$ cat src/rtl/mbs_pkg.sv
package mbs_pkg;
    typedef enum logic [2:0] {
        ST_IDLE,
        ST_ADDR,
        ST_ARMED,
        ST_READ,
        ST_WRITE
    } bus_state_t;
endpackage

$ cat src/rtl/mbs_sync.sv
// Multi-bit synchronizer: every pin goes through the same number of stages
// so strobes and bus values stay aligned.
module mbs_sync #(
    parameter int W      = 8,
    parameter int STAGES = 2,
    parameter logic [W-1:0] RST_VAL = '0
) (
    input  logic         clk,
    input  logic         rst_n,
    input  logic [W-1:0] d,
    output logic [W-1:0] q
);
    logic [W-1:0] stg [STAGES];

    always_ff @(posedge clk or negedge rst_n) begin
        if (!rst_n) begin
            for (int k = 0; k < STAGES; k++) stg[k] <= RST_VAL;
        end else begin
            stg[0] <= d;
            for (int k = 1; k < STAGES; k++) stg[k] <= stg[k-1];
        end
    end

    assign q = stg[STAGES-1];
endmodule

$ cat src/rtl/mbs_fsm.sv
// Bus-cycle state machine working on synchronized pins.
module mbs_fsm
    import mbs_pkg::*;
#(
    parameter int DW = 8
) (
    input  logic          clk,
    input  logic          rst_n,
    input  logic          mode_s,
    input  logic          cs_s,
    input  logic          as_s,
    input  logic          rdp_s,
    input  logic          wrp_s,
    input  logic [DW-1:0] bus_s,
    output logic [DW-1:0] addr_q,
    output logic          rd_act,
    output logic          wr_act,
    output logic          wr_req,
    output logic          oe
);
    bus_state_t state, nxt;

    // Strobe decode for both conventions.
    always_comb begin
        if (mode_s) begin
            rd_act = rdp_s &  wrp_s;
            wr_act = rdp_s & ~wrp_s;
        end else begin
            rd_act = ~rdp_s;
            wr_act = ~wrp_s;
        end
    end

    always_comb begin
        nxt = state;
        unique case (state)
            ST_IDLE:  if (as_s) nxt = ST_ADDR;
            ST_ADDR:  if (!as_s) nxt = ST_ARMED;
            ST_ARMED: begin
                if (as_s)                 nxt = ST_ADDR;
                else if (cs_s && rd_act)  nxt = ST_READ;
                else if (cs_s && wr_act)  nxt = ST_WRITE;
            end
            ST_READ: begin
                if (as_s)                 nxt = ST_ADDR;
                else if (!rd_act || !cs_s) nxt = ST_ARMED;
            end
            ST_WRITE: begin
                if (as_s)                 nxt = ST_ADDR;
                else if (!wr_act || !cs_s) nxt = ST_ARMED;
            end
            default:                      nxt = ST_IDLE;
        endcase
    end

    always_ff @(posedge clk or negedge rst_n) begin
        if (!rst_n) state <= ST_IDLE;
        else        state <= nxt;
    end

    // Address latch: taken in the cycle the strobe is seen low in ADDR.
    always_ff @(posedge clk or negedge rst_n) begin
        if (!rst_n)                            addr_q <= '0;
        else if (state == ST_ADDR && !as_s)    addr_q <= bus_s;
    end

    always_comb begin
        oe     = 1'b0;
        wr_req = 1'b0;
        unique case (state)
            ST_READ:  oe     = cs_s && rd_act && !as_s;
            ST_WRITE: wr_req = cs_s && !wr_act && !as_s;
            default: begin
                oe     = 1'b0;
                wr_req = 1'b0;
            end
        endcase
    end
endmodule

$ cat src/rtl/mbs_regfile.sv
// Read-only status window plus a bank of writable bytes.
module mbs_regfile #(
    parameter int DW       = 8,
    parameter int RO_BASE  = 'h65,
    parameter int RO_COUNT = 7,
    parameter int RW_BASE  = 'h6C,
    parameter int RW_COUNT = 20
) (
    input  logic                   clk,
    input  logic                   rst_n,
    input  logic                   wr_req,
    input  logic [DW-1:0]          addr,
    input  logic [DW-1:0]          wdata,
    input  logic [RO_COUNT*DW-1:0] status_in,
    output logic [DW-1:0]          rdata,
    output logic [RW_COUNT*DW-1:0] rw_flat
);
    logic [DW-1:0] regs [RW_COUNT];

    for (genvar i = 0; i < RW_COUNT; i++) begin : g_rw
        localparam logic [DW-1:0] MY_ADDR = DW'(RW_BASE + i);
        always_ff @(posedge clk or negedge rst_n) begin
            if (!rst_n)                          regs[i] <= '0;
            else if (wr_req && addr == MY_ADDR)  regs[i] <= wdata;
        end
        assign rw_flat[i*DW +: DW] = regs[i];
    end

    always_comb begin
        rdata = '0;
        for (int i = 0; i < RO_COUNT; i++)
            if (addr == DW'(RO_BASE + i)) rdata = status_in[i*DW +: DW];
        for (int i = 0; i < RW_COUNT; i++)
            if (addr == DW'(RW_BASE + i)) rdata = regs[i];
    end
endmodule

$ cat src/rtl/mbs_slave.sv
module mbs_slave #(
    parameter int DW       = 8,
    parameter int STAGES   = 2,
    parameter int RO_BASE  = 'h65,
    parameter int RO_COUNT = 7,
    parameter int RW_BASE  = 'h6C,
    parameter int RW_COUNT = 20
) (
    input  logic                   clk,
    input  logic                   rst_n,
    input  logic                   mode_moto,
    input  logic                   cs_n,
    input  logic                   ale_as,
    input  logic                   rd_ds,
    input  logic                   wr_rw,
    input  logic [DW-1:0]          bus_in,
    input  logic [RO_COUNT*DW-1:0] status_in,
    output logic [DW-1:0]          bus_out,
    output logic                   bus_oe
);
    localparam int SW = DW + 5;
    localparam logic [SW-1:0] SYNC_RST = {1'b0, 1'b1, 1'b0, 1'b1, 1'b1, {DW{1'b0}}};

    logic [SW-1:0] pins_s;
    logic          mode_s, cs_s, as_s, rdp_s, wrp_s;
    logic [DW-1:0] bus_s, addr_q, rdata;
    logic          rd_act, wr_act, wr_req, oe;
    logic [RW_COUNT*DW-1:0] rw_flat;

    mbs_sync #(.W(SW), .STAGES(STAGES), .RST_VAL(SYNC_RST)) u_sync (
        .clk   (clk),
        .rst_n (rst_n),
        .d     ({mode_moto, cs_n, ale_as, rd_ds, wr_rw, bus_in}),
        .q     (pins_s)
    );

    assign mode_s = pins_s[DW+4];
    assign cs_s   = ~pins_s[DW+3];
    assign as_s   = pins_s[DW+2];
    assign rdp_s  = pins_s[DW+1];
    assign wrp_s  = pins_s[DW];
    assign bus_s  = pins_s[DW-1:0];

    mbs_fsm #(.DW(DW)) u_fsm (
        .clk    (clk),
        .rst_n  (rst_n),
        .mode_s (mode_s),
        .cs_s   (cs_s),
        .as_s   (as_s),
        .rdp_s  (rdp_s),
        .wrp_s  (wrp_s),
        .bus_s  (bus_s),
        .addr_q (addr_q),
        .rd_act (rd_act),
        .wr_act (wr_act),
        .wr_req (wr_req),
        .oe     (oe)
    );

    mbs_regfile #(
        .DW(DW), .RO_BASE(RO_BASE), .RO_COUNT(RO_COUNT),
        .RW_BASE(RW_BASE), .RW_COUNT(RW_COUNT)
    ) u_regs (
        .clk       (clk),
        .rst_n     (rst_n),
        .wr_req    (wr_req),
        .addr      (addr_q),
        .wdata     (bus_s),
        .status_in (status_in),
        .rdata     (rdata),
        .rw_flat   (rw_flat)
    );

    assign bus_oe  = oe;
    assign bus_out = oe ? rdata : '0;
endmodule

$ cat config.mk
export PLATFORM = sky130hd
export DESIGN_NAME = mbs_slave
export DESIGN_NICKNAME = d
export VERILOG_FILES = /design/src/rtl/mbs_pkg.sv /design/src/rtl/mbs_sync.sv /design/src/rtl/mbs_fsm.sv /design/src/rtl/mbs_regfile.sv /design/src/rtl/mbs_slave.sv
export SDC_FILE = /design/constraint.sdc
export NUM_CORES = 1
export LEC_CHECK = 0
export ABC_AREA = 1
export ABC_CLOCK_PERIOD_IN_PS = 2200
export BUFFER_PORTS_ARGS = -buffer_cell sky130_fd_sc_hd__buf_2
export CAP_MARGIN = 15
export CORE_ASPECT_RATIO = 1.25
export CORE_MARGIN = 2
export CORE_UTILIZATION = 25
export CTS_BUF_LIST = sky130_fd_sc_hd__clkbuf_8 sky130_fd_sc_hd__clkbuf_16
export DETAILED_ROUTE_END_ITERATION = 7
export SLEW_MARGIN = 20
export SYNTH_ARGS = -nofsm -noshare
export SYNTH_HDL_FRONTEND = slang
export SYNTH_SLANG_ARGS = --single-unit
export TNS_END_PERCENT = 30
$ cat constraint.sdc
create_clock -name clk -period 2.2 [get_ports clk]
set_input_delay 0.33 -clock clk [delete_from_list [all_inputs] [get_ports clk]]
set_output_delay 0.33 -clock clk [all_outputs]
set_load 0.01 [all_outputs]
* Word level (Yosys, flattened, before mapping)
Index checks and enable logic that the tools add are counted.
** Word-level totals
- Register bits after elaboration :: 197
- Input port bits :: 71
- Output and inout bits :: 9
- Logic and storage cells :: 140
** Cells by class
- Eq/ne operators :: 36
- Multiplexer cells :: 42
- Bitwise operators :: 5
- Reductions and logical operators :: 33
** Operators with widths (number)
- 2-to-1 mux 8 bit :: 28
- == test 8 x 7 -> 1 bit, second input constant :: 27
- 2-to-1 mux 3 bit :: 9
- logical AND 1 bit :: 26
- case mux 3 bit (5 select lines) :: 1
- == test 3 x 2 -> 1 bit, second input constant :: 2
- inequality test 3 x 2 -> 1 bit, second input constant :: 2
- AND reduction 5 bit :: 1
- 2-to-1 mux 1 bit :: 4
- inequality test 2 bit, second input constant :: 2
- inequality test 4 x 2 -> 1 bit, second input constant :: 1
- == test 3 x 1 -> 1 bit, second input constant :: 1
- == test 3 bit, second input constant :: 1
- logical NOT 1 bit :: 3
- logical NOT 3 bit :: 1
- inverter 1 bit :: 3
- bitwise AND 1 bit :: 2
- logical OR 1 bit :: 2

* Logic depth before layout (Yosys ltp)
Gate-level depths: netlist of the first run.
- Depth in word-level cells :: 29
- Depth in mapped cells :: 21
- Depth with buffers taken out :: 21

* Modules after synthesis
From an unflattened synthesis of the first run, not the netlist that was laid out.
** Unflattened totals
- Cells, all modules :: 1149
- Area total of the unflattened synthesis :: 9172.5 µm²
** Modules (own cells, without submodules)
- mbs_regfile :: instances 1, cells each 1006, area each 7637.3 µm², seq. area each 4003.8 µm²
- mbs_sync :: instances 1, cells each 39, area each 755.7 µm², seq. area each 658.1 µm²
- mbs_fsm :: instances 1, cells each 86, area each 710.7 µm², seq. area each 275.3 µm²
- mbs_slave :: instances 1, cells each 18, area each 68.8 µm², seq. area each 0.0 µm²

* Worst setup path before layout of the first run
No wires, ideal clock.
- Path kind :: register -> output
- Start :: register u_fsm.addr_q[2]
- End :: output bus_out[3]
- Arrival time :: 2070 ps
- Required time :: 1870 ps
- Path slack :: -200 ps
- Stages on the path, launching flop included :: 18
- Path buffers :: 0
- Cells stage by stage :: dfrtp_1 -> nor2_2 -> inv_2 -> nor3_1 -> nand2_1 -> nand4_1 -> nor2_1 -> nand4_1 -> nand2_1 -> nand3_1 -> nor2_1 -> nand4_1 -> nor2_1 -> nand3_1 -> nand2_1 -> nand4_1 -> nand2_1 -> a21oi_1
** Between the ends
- Longest elaborated chain between the ends :: 29
- Elaborated cells on any way between the ends :: 55
- Classes of those cells :: eq/ne: 27; mux: 28
** Ends and longest elaborated chain
- start, declared :: RTL line mbs_fsm.sv:15 : output logic [DW-1:0] addr_q,
- start signal, assigned :: RTL line mbs_fsm.sv:64 : else if (state == ST_ADDR && !as_s) addr_q <= bus_s;
- == test 8 x 7 -> 1 bit :: RTL line mbs_regfile.sv:32 : if (addr == DW'(RO_BASE + i)) rdata = status_in[i*DW +: DW];
- 2-to-1 mux 8 bit (7 in series) :: RTL line mbs_regfile.sv:32
- 2-to-1 mux 8 bit (19 in series) :: RTL line mbs_regfile.sv:34 : if (addr == DW'(RW_BASE + i)) rdata = regs[i];
- 2-to-1 mux 8 bit * :: RTL line mbs_regfile.sv:34
- 2-to-1 mux 8 bit * :: RTL line mbs_slave.sv:75 : assign bus_out = oe ? rdata : '0;
- end, declared :: RTL line mbs_slave.sv:18 : output logic [DW-1:0] bus_out,
Mark *: on every way between the ends. The rest lies on a longest branch, timed or not.

* Worst setup path after layout of the first run
Ends and elaborated chain as after synthesis.

==> results of run 1 <==
-- worst max path at each step --
stage / to / depth (start not counted) / from
4_1_cts: bus_out[3] / 21 / u_fsm.addr_q[3]
6_report: bus_out[3] / 19 / u_fsm.addr_q[2]
5_1_grt: bus_out[7] / 21 / u_fsm.addr_q[4]
2_1_floorplan: bus_out[1] / 20 / u_fsm.addr_q[3]
3_3_place_gp: bus_out[7] / 21 / u_fsm.addr_q[7]
3_5_place_dp: bus_out[7] / 21 / u_fsm.addr_q[7]
-- per-stage QoR --
| step | setup TNS (ns) | hold WS, ns | util, % |
|---|---|---|---|
| after floorplan | -0.6547 | 0.03441 | - |
| after global placement | -6.743 | 0.3326 | 30.06 |
| after detailed placement | -6.626 | 0.3381 | 30.06 |
| after CTS | -9.665 | 0.3538 | 32.63 |
| after global routing | -11.38 | 0.3617 | 33.36 |
| final | -8.999 | 0.3506 | 33.36 |
-- flip-flops by register name (all words and copies together) (netlist names) --
signal / count
u_regs.rw_flat: 160
u_sync.q: 13
u_sync.stg: 13
u_fsm.addr_q: 8
u_fsm.state: 3
-- area by class of cell --
| class | count | share of cell area [%] |
|---|---|---|
| Clock buffer | 19 | 3.861 |
| Clock inverter | 13 | 1.333 |
| Inverter | 88 | 2.848 |
| Multi-Input combinational cell | 790 | 32.19 |
| Sequential cell | 197 | 42.10 |
| Tap cell | 474 | 5.056 |
| Timing Repair Buffer | 203 | 12.61 |
-- Yosys cell counts (all sizes together) --
cell type	number	area share, %
a21oi	24	1.4
nand4	39	2.7
inv	86	3.6
dfrtp	191	54
o21ai	180	10
or2	18	1.3
nor3	9	0.51
a31oi	1	0.070
nand2	383	16
nor3b	1	0.085
and3	1	0.070
clkinv	2	0.085
clkbuf	41	1.7
nor2	92	4.0
nand3	41	2.3
buf	3	0.23
dfstp	6	1.8
-- report_power, final --
part           switching [uW]  total, uW  leakage, uW  internal (uW)
Combinational             851       1500      0.00243            649
Sequential               79.1       3820      0.00267           3740
Clock                    1350       3190     0.000286           1840
-- layer usage --
layer  vias to the layer above  wire length, um  GRT usage, %
met4                         0              365         3.903
li1                       3956                -             -
met5                         -                0             0
met1                      3724            11140         17.12
met3                        27              911         2.300
met2                       168            12200         23.87
-- what timing repair did --
action                                  CTS  global route
setup buffers                             5             5
gates resized for setup                  42            67
hold buffers                             14             0
endpoints found under the setup margin   25           109
pin swaps                                15            19
hold endpoints to repair                 74             0
cloned                                    0             1
-- worst max-delay path: cells and delay by family (launching register included) --
family	cells	cell delay (ns)
AND/OR/NAND/NOR	15	1.64
flip-flops	1	0.44
buffers and inverters	3	0.40
AO/OA/AOI/OAI	1	0.16
-- cell families (layout without fill, tap and decap cells) --
family | after synthesis | count (layout) | synth area share, %
and+or+nand+nor | 584 | 585 | 27.19
DFF | 197 | 197 | 55.57
buffers and inverters | 132 | 323 | 5.675
AOI/OAI and AO/OA | 205 | 205 | 11.56
==> metrics.txt, run 1 <==
status finished, violations left; failing checks negative setup slack; R2R cell count 17; Worst EP required 1.87 ns; fin cells 1784; Final Hold Fails 0; Mapped Nets 1189; 1st-iter DRT viols 427; Layout Skew 0.008137 ns; Max-Cap Viols 0; gr ovfl total 0; Reg-to-Reg End u_regs.rw_flat[143]; # nets final 1368; fillcell total 3635; I/O Pins 80; CTS Sinks 197; Mapped Area 8885 sq um; root buffer cell clkbuf_16; Hold Crit Endpoint u_sync.q[6]; synthesized netlist cell count 1118; multi-input gate area in the final layout 3776 sq um; antenna-violating nets left 0; share of cells above drive strength 1 25.27%; Reg area 4938 sq um; FP Rows 77; Worst Hold Launch u_sync.stg[19]; area of the core 35170 sq um; post-layout min period 3.397 ns; Cell Area, Placed 10570 sq um; Setup crit start kind register; Antenna diodes 0; # setup viols final 8; H-tree depth 4; setup slack, reg-to-reg 0.05 ns; Die X 172.6 um; setup slack after layout -1.197 ns; max frequency 294.3 MHz; Area Overhead vs Synth 32.02%; Hold Crit Depth 0; Slew Viols, Final 0; CP Capture Type output port; Synth Warn # 0; Critical Path Fanout Max 7; vias post-DR 7875; worst skew pair latency 0.44 ns; CP cell instances buf_4 -> nor2_2 -> inv_2 -> nor3_4 -> nand2_1 -> nand4_1 -> nor2_2 -> nand4_1 -> nand2_1 -> nand3_2 -> nor2_2 -> nand4_1 -> nor2_1 -> nand3_1 -> nand2_1 -> nand4_1 -> nand2_1 -> a21oi_2 -> buf_2; post-synth cell types 22; RSZ-0062 raised after global routing true; Largest stage delay, worst path 0.44 ns; sequential area share after synthesis 55.57%; CTS tree yes; VDD IR-drop max 0.5672 mV; leak pwr 0.005383 uW; WL final 24620 um; antenna violations before repair 0; Slew @ Worst Pin 0.6037 ns; # DRC 0; DPL Wire Length 17110 um; period utilisation layout 154.4%; WP data arrival 3.07 ns; wire length of the first global-routing pass 40580 um; Mean Syn Cell Area 7.947 sq um; Synth Register Bits 197; total power 8515 uW; dpl ws -0.9019 ns; Max clock buf depth 2; CP max stage cell dfrtp_2; Initial DRT Pass Iterations 5; Reg-to-Reg Start u_fsm.addr_q[1]; clk slew on worst S/H paths 0.07 ns; HP Class reg -> reg; critical path class reg -> out; global placer's final weighted congestion 0.8722; Max-slew headroom 59.75%; Starting Density 25.27%; via count of the first global-routing pass 7793; commonest non-fill, non-tap cells in the layout 344 x nand2_1, 190 x dfrtp_1, 171 x o21ai_0, 95 x buf_4, 79 x inv_1; largest net degree at the start of global routing 67; All-Layer GR Usage 13.59%; placed cells 1727; vias per cell 4.414; CTS Buf Count 17; full die area 37070 sq um; Die Y 214.8 um; Port Buffers 79; Pwr per Cell Area 725.9 nW/um^2; Design Area, Final 11730 sq um; commonest non-fill, non-tap cell in the layout nand2_1; wire per inst 13.80 um
Power figures use the tool's default switching activity.
==> inputs of run 2 (changes only) <==
--- a/config.mk
+++ b/config.mk
@@ -14,6 +14,7 @@
 export CORE_UTILIZATION = 25
 export CTS_BUF_LIST = sky130_fd_sc_hd__clkbuf_8 sky130_fd_sc_hd__clkbuf_16
 export DETAILED_ROUTE_END_ITERATION = 7
+export SETUP_SLACK_MARGIN = 0.3
 export SLEW_MARGIN = 20
 export SYNTH_ARGS = -nofsm -noshare
 export SYNTH_HDL_FRONTEND = slang
==> run 2 against run 1 <==
  * The flow still finishes with violations (negative setup slack)
  * Clock-buffer cell count up 1
  * Critical path depth up 1
  * Design area rose by 11%
  * Die area unchanged
  * Sequential power barely moved
  * Utilization increased by 3.8 points
  * Via count rose by 4.7%
  * Cell count rose by 1.4%
  * Critical path type unchanged
  * Largest cell class unchanged
  * Highest routed layer unchanged
==> metrics.txt, run 2 (synthesis gave the netlist of run 1 again) <==
worst skew pair latency 0.44 ns (about the same); CP top delay family simple AND/OR/NAND/NOR gates (unchanged); period utilisation layout 157.3% (was 154.4%); leak pwr 0.005811 uW (was 0.005383 uW); post-layout min period 3.462 ns (was 3.397 ns); share of cells above drive strength 1 40.82% (was 25.27%); Antenna diodes 0 (unchanged); full die area 37070 sq um (unchanged); Area Overhead vs Synth 47.18% (was 32.02%); H-tree depth 4 (unchanged); global placer's final weighted congestion 0.8898 (was 0.8722); Largest stage delay, worst path 0.41 ns (was 0.44 ns); routing usage on met3 2.300% (unchanged); commonest non-fill, non-tap cells in the layout 237 x nand2_1, 191 x dfrtp_1, 98 x nand2_2, 84 x buf_4, 78 x buf_2 (was 344 x nand2_1, 190 x dfrtp_1, 171 x o21ai_0, 95 x buf_4, 79 x inv_1); fillcell total 3490 (was 3635); Slew @ Worst Pin 0.6371 ns (was 0.6037 ns); VDD IR-drop max 0.5465 mV (was 0.5672 mV); CP Capture Type output port (unchanged); 1st-iter DRT viols 548 (was 427); I/O Pins 80 (unchanged); clk slew on worst S/H paths 0.07 ns (about the same); DPL Wire Length 17710 um (was 17110 um); Final Hold Fails 0 (unchanged); # DRC 0 (unchanged); All-Layer GR Usage 14.22% (was 13.59%); failing checks negative setup slack (unchanged); R2R cell count 15 (was 17); Cell Area, Placed 10540 sq um (was 10570 sq um); Hold Crit Depth 0 (unchanged); root buffer cell clkbuf_16 (unchanged); WP data arrival 3.13 ns (was 3.07 ns); Crit path depth 20 (was 19); Setup crit start kind register (unchanged); Max-Cap Viols 0 (unchanged); CTS Buf Count 17 (unchanged); Pwr per Cell Area 674.2 nW/um^2 (was 725.9 nW/um^2); met2 usage 24.11% (was 23.87%); Layout Skew 0.006533 ns (was 0.008137 ns); # setup viols final 8 (unchanged); Design Area, Final 13080 sq um (was 11730 sq um); worst path bufs/invs 5 (was 3); RSZ-0062 raised after global routing true (unchanged); commonest non-fill, non-tap cell in the layout nand2_1 (unchanged); Port Buffers 79 (unchanged); met1 Track Usage GR 18.15% (was 17.12%); WL final 27640 um (was 24620 um); status finished, violations left (unchanged); Critical Path Fanout Max 8 (was 7); Max clock buf depth 2 (unchanged); Die Y 214.8 um (unchanged); Die X 172.6 um (unchanged); largest net degree at the start of global routing 73 (was 67); Slew Viols, Final 0 (unchanged); Worst EP required 1.87 ns (about the same); Max-slew headroom 57.53% (was 59.75%); Final Util 37.19% (was 33.36%); area of the core 35170 sq um (unchanged); GRT Max-Usage Layer met2 (unchanged); CP max stage cell dfrtp_1 (was dfrtp_2); wire length of the first global-routing pass 41890 um (was 40580 um); FP Rows 77 (unchanged); Initial DRT Pass Iterations 5 (unchanged); critical path class reg -> out (unchanged); CP cell instances buf_4 -> nand2_1 -> nor2_1 -> nand2_2 -> inv_1 -> nand2_1 -> nand2_1 -> inv_1 -> nand4_1 -> nand2_1 -> nand4_1 -> nor2_1 -> nand4_1 -> nor2_1 -> nand4_1 -> nor2_2 -> nand4_1 -> nand2_1 -> inv_1 -> buf_2 (was buf_4 -> nor2_2 -> inv_2 -> nor3_4 -> nand2_1 -> nand4_1 -> nor2_2 -> nand4_1 -> nand2_1 -> nand3_2 -> nor2_2 -> nand4_1 -> nor2_1 -> nand3_1 -> nand2_1 -> nand4_1 -> nand2_1 -> a21oi_2 -> buf_2); HP Class reg -> reg (unchanged); CTS Sinks 197 (unchanged); max reg flops 160 (unchanged); gr ovfl total 0 (unchanged); vias per cell 4.556 (was 4.414); max frequency 288.9 MHz (was 294.3 MHz); antenna violations before repair 0 (unchanged); antenna-violating nets left 0 (unchanged); # nets final 1393 (was 1368); Starting Density 25.27% (unchanged); setup slack after layout -1.262 ns (was -1.197 ns); CTS tree yes (unchanged); wire per inst 15.28 um (was 13.80 um); vias post-DR 8242 (was 7875); via count of the first global-routing pass 7840 (was 7793)
run 2: path summary, 6_finish.rpt:
path                                  from  slack [ns]                  end
max                        u_fsm.addr_q[2]       -1.26           bus_out[1]
min                         u_sync.stg[25]        0.35         u_sync.q[12]
max reg2reg                u_fsm.addr_q[5]        0.14  u_regs.rw_flat[128]
min reg2reg                 u_sync.stg[25]        0.35         u_sync.q[12]
max in group asynchronous            rst_n        1.08       u_sync.stg[22]
min in group asynchronous            rst_n        0.47       u_sync.stg[18]
run 2: per-layer routing:
metal	share of wire (%)	up-vias	wire length [um]
met2	50	189	13910
met5	0	-	0
met3	3.6	51	994
met4	2.9	0	800
met1	43	3958	11930
li1	-	4044	-
run 2: stage by stage:
stage	instances	total power [uW]	hold slack [ns]	worst slack, ns	setup TNS (ns)
floorplan	1118	4433	0.03441	-0.1393	-0.6434
CTS	1780	8540	0.3481	-1.349	-9.488
global placement	1722	5113	0.3316	-0.9466	-6.015
finish	1809	8816	0.3498	-1.262	-9.324
global route	1809	9164	0.3534	-1.450	-11.01
detailed placement	1722	5127	0.3386	-0.9742	-6.440
run 2: where the power goes:
part | total, uW | internal, uW | switching (uW)
clock | 3270 | 1880 | 1400
sequential | 3810 | 3740 | 74.6
combinational | 1730 | 737 | 993
total | 8820 | 6350 | 2460
run 2: repair_timing:
item,in CTS,in global routing
pin swaps,28,159
gates resized for setup,80,435
gates cloned,1,8
hold buffers,14,0
hold endpoints to repair,80,0
buffers inserted,11,21
endpoints found under the setup margin,157,172
run 2: layout make-up:
type                       count  area [sq um]  share of cell area, %
clock buffer                  20         466.7                  3.569
clock inverter                12         152.6                  1.167
sequential                   197          4937                  37.76
multi-input combinational    793          4772                  36.49
inverter                      88         335.3                  2.564
timing repair buffer         225          1819                  13.91
tap                          474         593.1                  4.535
==> inputs of run 3 (changes only) <==
--- a/config.mk
+++ b/config.mk
@@ -5,7 +5,6 @@
 export SDC_FILE = /design/constraint.sdc
 export NUM_CORES = 1
 export LEC_CHECK = 0
-export ABC_AREA = 1
 export ABC_CLOCK_PERIOD_IN_PS = 2200
 export BUFFER_PORTS_ARGS = -buffer_cell sky130_fd_sc_hd__buf_2
 export CAP_MARGIN = 15
==> run 3 against run 2 <==
  * The run still ends with negative setup slack left
  * Via count up 3.1%
  * Synthesized cell count down 26%
  * Global-route usage up 3.6 points
  * Worst setup slack better by 0.12 ns
  * First-iteration DRC count up 32%
  * Wire length up 32%
  * Design area up 12%
  * Synthesized area up 8.6%
  * Non-clock buffer count up 120
  * Sequential share of layout area down 4.0 points
  * Sequential power down 2%
  * Largest power group unchanged
==> metrics.txt, run 3 <==
WP data arrival 3.02 ns (was 3.13 ns); max frequency 298.9 MHz (was 288.9 MHz); leak pwr 0.006634 uW (was 0.005811 uW); # setup viols final 48 (was 8); wire per inst 22.10 um (was 15.28 um); CTS Buf Count 17 (unchanged); I/O Pins 80 (unchanged); area of the core 38140 sq um (was 35170 sq um); full die area 40180 sq um (was 37070 sq um); All-Layer GR Usage 17.78% (was 14.22%); Compound-Gate Fraction of Synth Area 12.48% (was 11.56%); switching pwr 2952 uW (was 2463 uW); Worst EP required 1.87 ns (about the same); clock power share 34.2% (was 37.1%); Slew Viols, Final 0 (unchanged); clk slew on worst S/H paths 0.08 ns (was 0.07 ns); Synth Warn # 0 (unchanged); # DRC 0 (unchanged); Final Hold Fails 0 (unchanged); Post-synth top flop dfrtp_1 (unchanged); largest net degree at the start of global routing 56 (was 73); Die X 179.7 um (was 172.6 um); post-synth top area share 49.55% (was 53.80%); # nets final 1212 (was 1393); Max clock buf depth 2 (unchanged); root buffer cell clkbuf_16 (unchanged); critical path class reg -> out (unchanged); Post-Synth XOR/XNOR Area 0% (unchanged); RSZ-0062 raised after global routing true (unchanged); antenna-violating nets left 0 (unchanged); Hold Crit Endpoint u_sync.q[0] (was u_sync.q[12]); max reg flops 160 (unchanged); Reg power frac 39.4% (was 43.3%); DPL Wire Length 25280 um (was 17710 um); EDFF count, synth 0 (unchanged); Initial DRT Pass Iterations 5 (unchanged); Area Overhead vs Synth 51.83% (was 47.18%); Mapped Area 9647 sq um (was 8885 sq um); period utilisation layout 152.1% (was 157.3%); Layout Skew 0.01245 ns (was 0.006533 ns); sequential area share after synthesis 51.18% (was 55.57%); CTS Sinks 197 (unchanged); Die Y 223.6 um (was 214.8 um); setup slack after layout -1.145 ns (was -1.262 ns); Max-Cap Viols 0 (unchanged); CTS tree yes (unchanged); post-layout min period 3.345 ns (was 3.462 ns); commonest non-fill, non-tap cell in the layout dfrtp_1 (was nand2_1); largest family of logic cells by synthesized area multiplexers (was simple AND/OR/NAND/NOR gates); status finished, violations left (unchanged); WL final 36380 um (was 27640 um); multi-input gate area in the final layout 5560 sq um (was 4772 sq um); count leader, synth dfrtp_1 (was nand2_1); synthesized netlist cell count 832 (was 1118); share of cells above drive strength 1 60.14% (was 40.82%); adder-cell share of the synthesized area 0% (unchanged); vias post-DR 8496 (was 8242); Mean Syn Cell Area 11.59 sq um (was 7.947 sq um); vias per cell 5.162 (was 4.556); Synth area leader dfrtp_1 (unchanged); internal power 6573 uW (was 6353 uW); Synth async-reset ratio 100.0% (unchanged); dpl ws -0.6988 ns (was -0.9742 ns); top cells by area, synth dfrtp_1 50%, mux2_2 21%, a22oi_1 2.2%, o21ai_0 2.2%, a21oi_1 2.1% (was dfrtp_1 54%, nand2_1 16%, o21ai_0 10%, nor2_1 3.7%, inv_1 3.5%); Post-Synth Simple-Gate Area 10.65% (was 27.19%); post-synthesis mux area share 22.94% (was 0%); HP Class reg -> reg (unchanged); VDD IR-drop max 0.4512 mV (was 0.5465 mV); gr ovfl total 0 (unchanged); Synth Register Bits 197 (unchanged); R2R cell count 14 (was 15); Slew @ Worst Pin 0.5871 ns (was 0.6371 ns); antenna violations before repair 0 (unchanged); worst skew pair latency 0.44 ns (about the same); fillcell total 3650 (was 3490); commonest cells in the netlist 191 x dfrtp_1, 177 x mux2_2, 48 x nand2_1 (was 382 x nand2_1, 191 x dfrtp_1, 180 x o21ai_0); Logic pwr share 26.4% (was 19.6%); failing checks negative setup slack (unchanged); Max-slew headroom 60.86% (was 57.53%); Setup crit start kind register (unchanged); Pwr per Cell Area 650.3 nW/um^2 (was 674.2 nW/um^2); H-tree depth 4 (unchanged); Critical Path Fanout Max 7 (was 8); wire length of the first global-routing pass 54310 um (was 41890 um); setup slack, reg-to-reg -0.22 ns (was 0.14 ns); Antenna diodes 0 (unchanged); Reg area 4946 sq um (was 4937 sq um); Hold Crit Depth 0 (unchanged); Reg-to-Reg Start u_fsm.addr_q[1] (was u_fsm.addr_q[5]); Starting Density 25.30% (was 25.27%); Final Util 38.41% (was 37.19%); global placer's final weighted congestion 0.9390 (was 0.8898); FP Rows 80 (was 77); 1st-iter DRT viols 722 (was 548); Port Buffers 79 (unchanged); CP Capture Type output port (unchanged); via count of the first global-routing pass 8822 (was 7840); Reg-to-Reg End u_regs.rw_flat[151] (was u_regs.rw_flat[128]); switching share of power 30.99% (was 27.93%); post-synth cell types 58 (was 22); commonest non-fill, non-tap cells in the layout 184 x dfrtp_1, 176 x buf_4, 95 x mux2_2, 82 x mux2_4, 76 x buf_2 (was 237 x nand2_1, 191 x dfrtp_1, 98 x nand2_2, 84 x buf_4, 78 x buf_2); Worst Hold Launch u_sync.stg[13] (was u_sync.stg[25]); Mapped Nets 903 (was 1189)
==> run 3: worst max-delay path by stage <==
stage	startpoint	endpoint	depth (start not counted)
final	u_fsm.addr_q[1]	bus_out[3]	11
after global routing	u_fsm.addr_q[1]	bus_out[4]	11
after CTS	u_fsm.addr_q[1]	bus_out[4]	11
after detailed placement	u_fsm.addr_q[1]	bus_out[4]	10
after global placement	u_fsm.addr_q[1]	bus_out[4]	10
after floorplan	u_fsm.state[1]	u_regs.rw_flat[129]	6
==> run 3: per-layer routing <==
metal	up-vias	part of all wire, %	GRT usage (%)
li1	3724	-	-
met1	4264	41	21.90
met2	397	48	29.91
met3	111	6.5	3.479
met4	0	5.0	8.497
met5	-	0	0
==> run 3: critical path, stage by stage (launching register included) <==
cell      delay, ns
dfrtp_2        0.46
buf_4          0.14
buf_4          0.13
buf_6          0.13
mux2_2         0.27
a22oi_2        0.14
o22ai_2        0.10
buf_4          0.14
a222oi_1       0.51
a22o_1         0.29
a21oi_2        0.09
buf_2          0.15
==> run 3: power by group through the flow <==
stage / registers [uW] / clock network (uW) / logic [uW]
after global routing: 3760 / 3460 / 2630
after CTS: 3750 / 3310 / 2330
after detailed placement: 3820 / 0 / 1900
after floorplan: 3790 / 0 / 896
after global placement: 3820 / 0 / 1900
final: 3750 / 3250 / 2520
==> run 3: per-stage QoR <==
step | hold slack, ns | instance area (sq um) | power (uW) | TNS, ns | cells
after CTS | 0.004535 | 14210 | 9394 | -10.45 | 1631
after detailed placement | 0.3347 | 12310 | 5718 | -15.81 | 1551
after floorplan | 0.03441 | 9921 | 4691 | 0 | 832
final | 0.3501 | 14650 | 9524 | -11.36 | 1646
after global placement | 0.3326 | 12310 | 5716 | -14.44 | 1551
after global routing | 0.3582 | 14650 | 9854 | -15.44 | 1646
==> run 3: cell families after synthesis <==
family	Yosys count
buffers and inverters	62
DFF	197
muxes	194
AOI/OAI and AO/OA	186
and+or+nand+nor	193
==> run 3: final cells by class <==
type | instances | area share [%]
clock buffer | 18 | 2.998
multi-input combinational | 574 | 37.96
timing repair buffer | 345 | 19.70
inverter | 6 | 0.2392
sequential | 197 | 33.77
clock inverter | 14 | 1.128
tap | 492 | 4.203
==> run 3: what timing repair did <==
item / CTS / global route
pin swaps: 48 / 40
gates cloned: 1 / 0
endpoints found under the setup margin: 169 / 169
buffers inserted: 34 / 14
resized for setup: 200 / 83
hold buffers: 13 / 1
endpoints found under the hold margin: 63 / 1
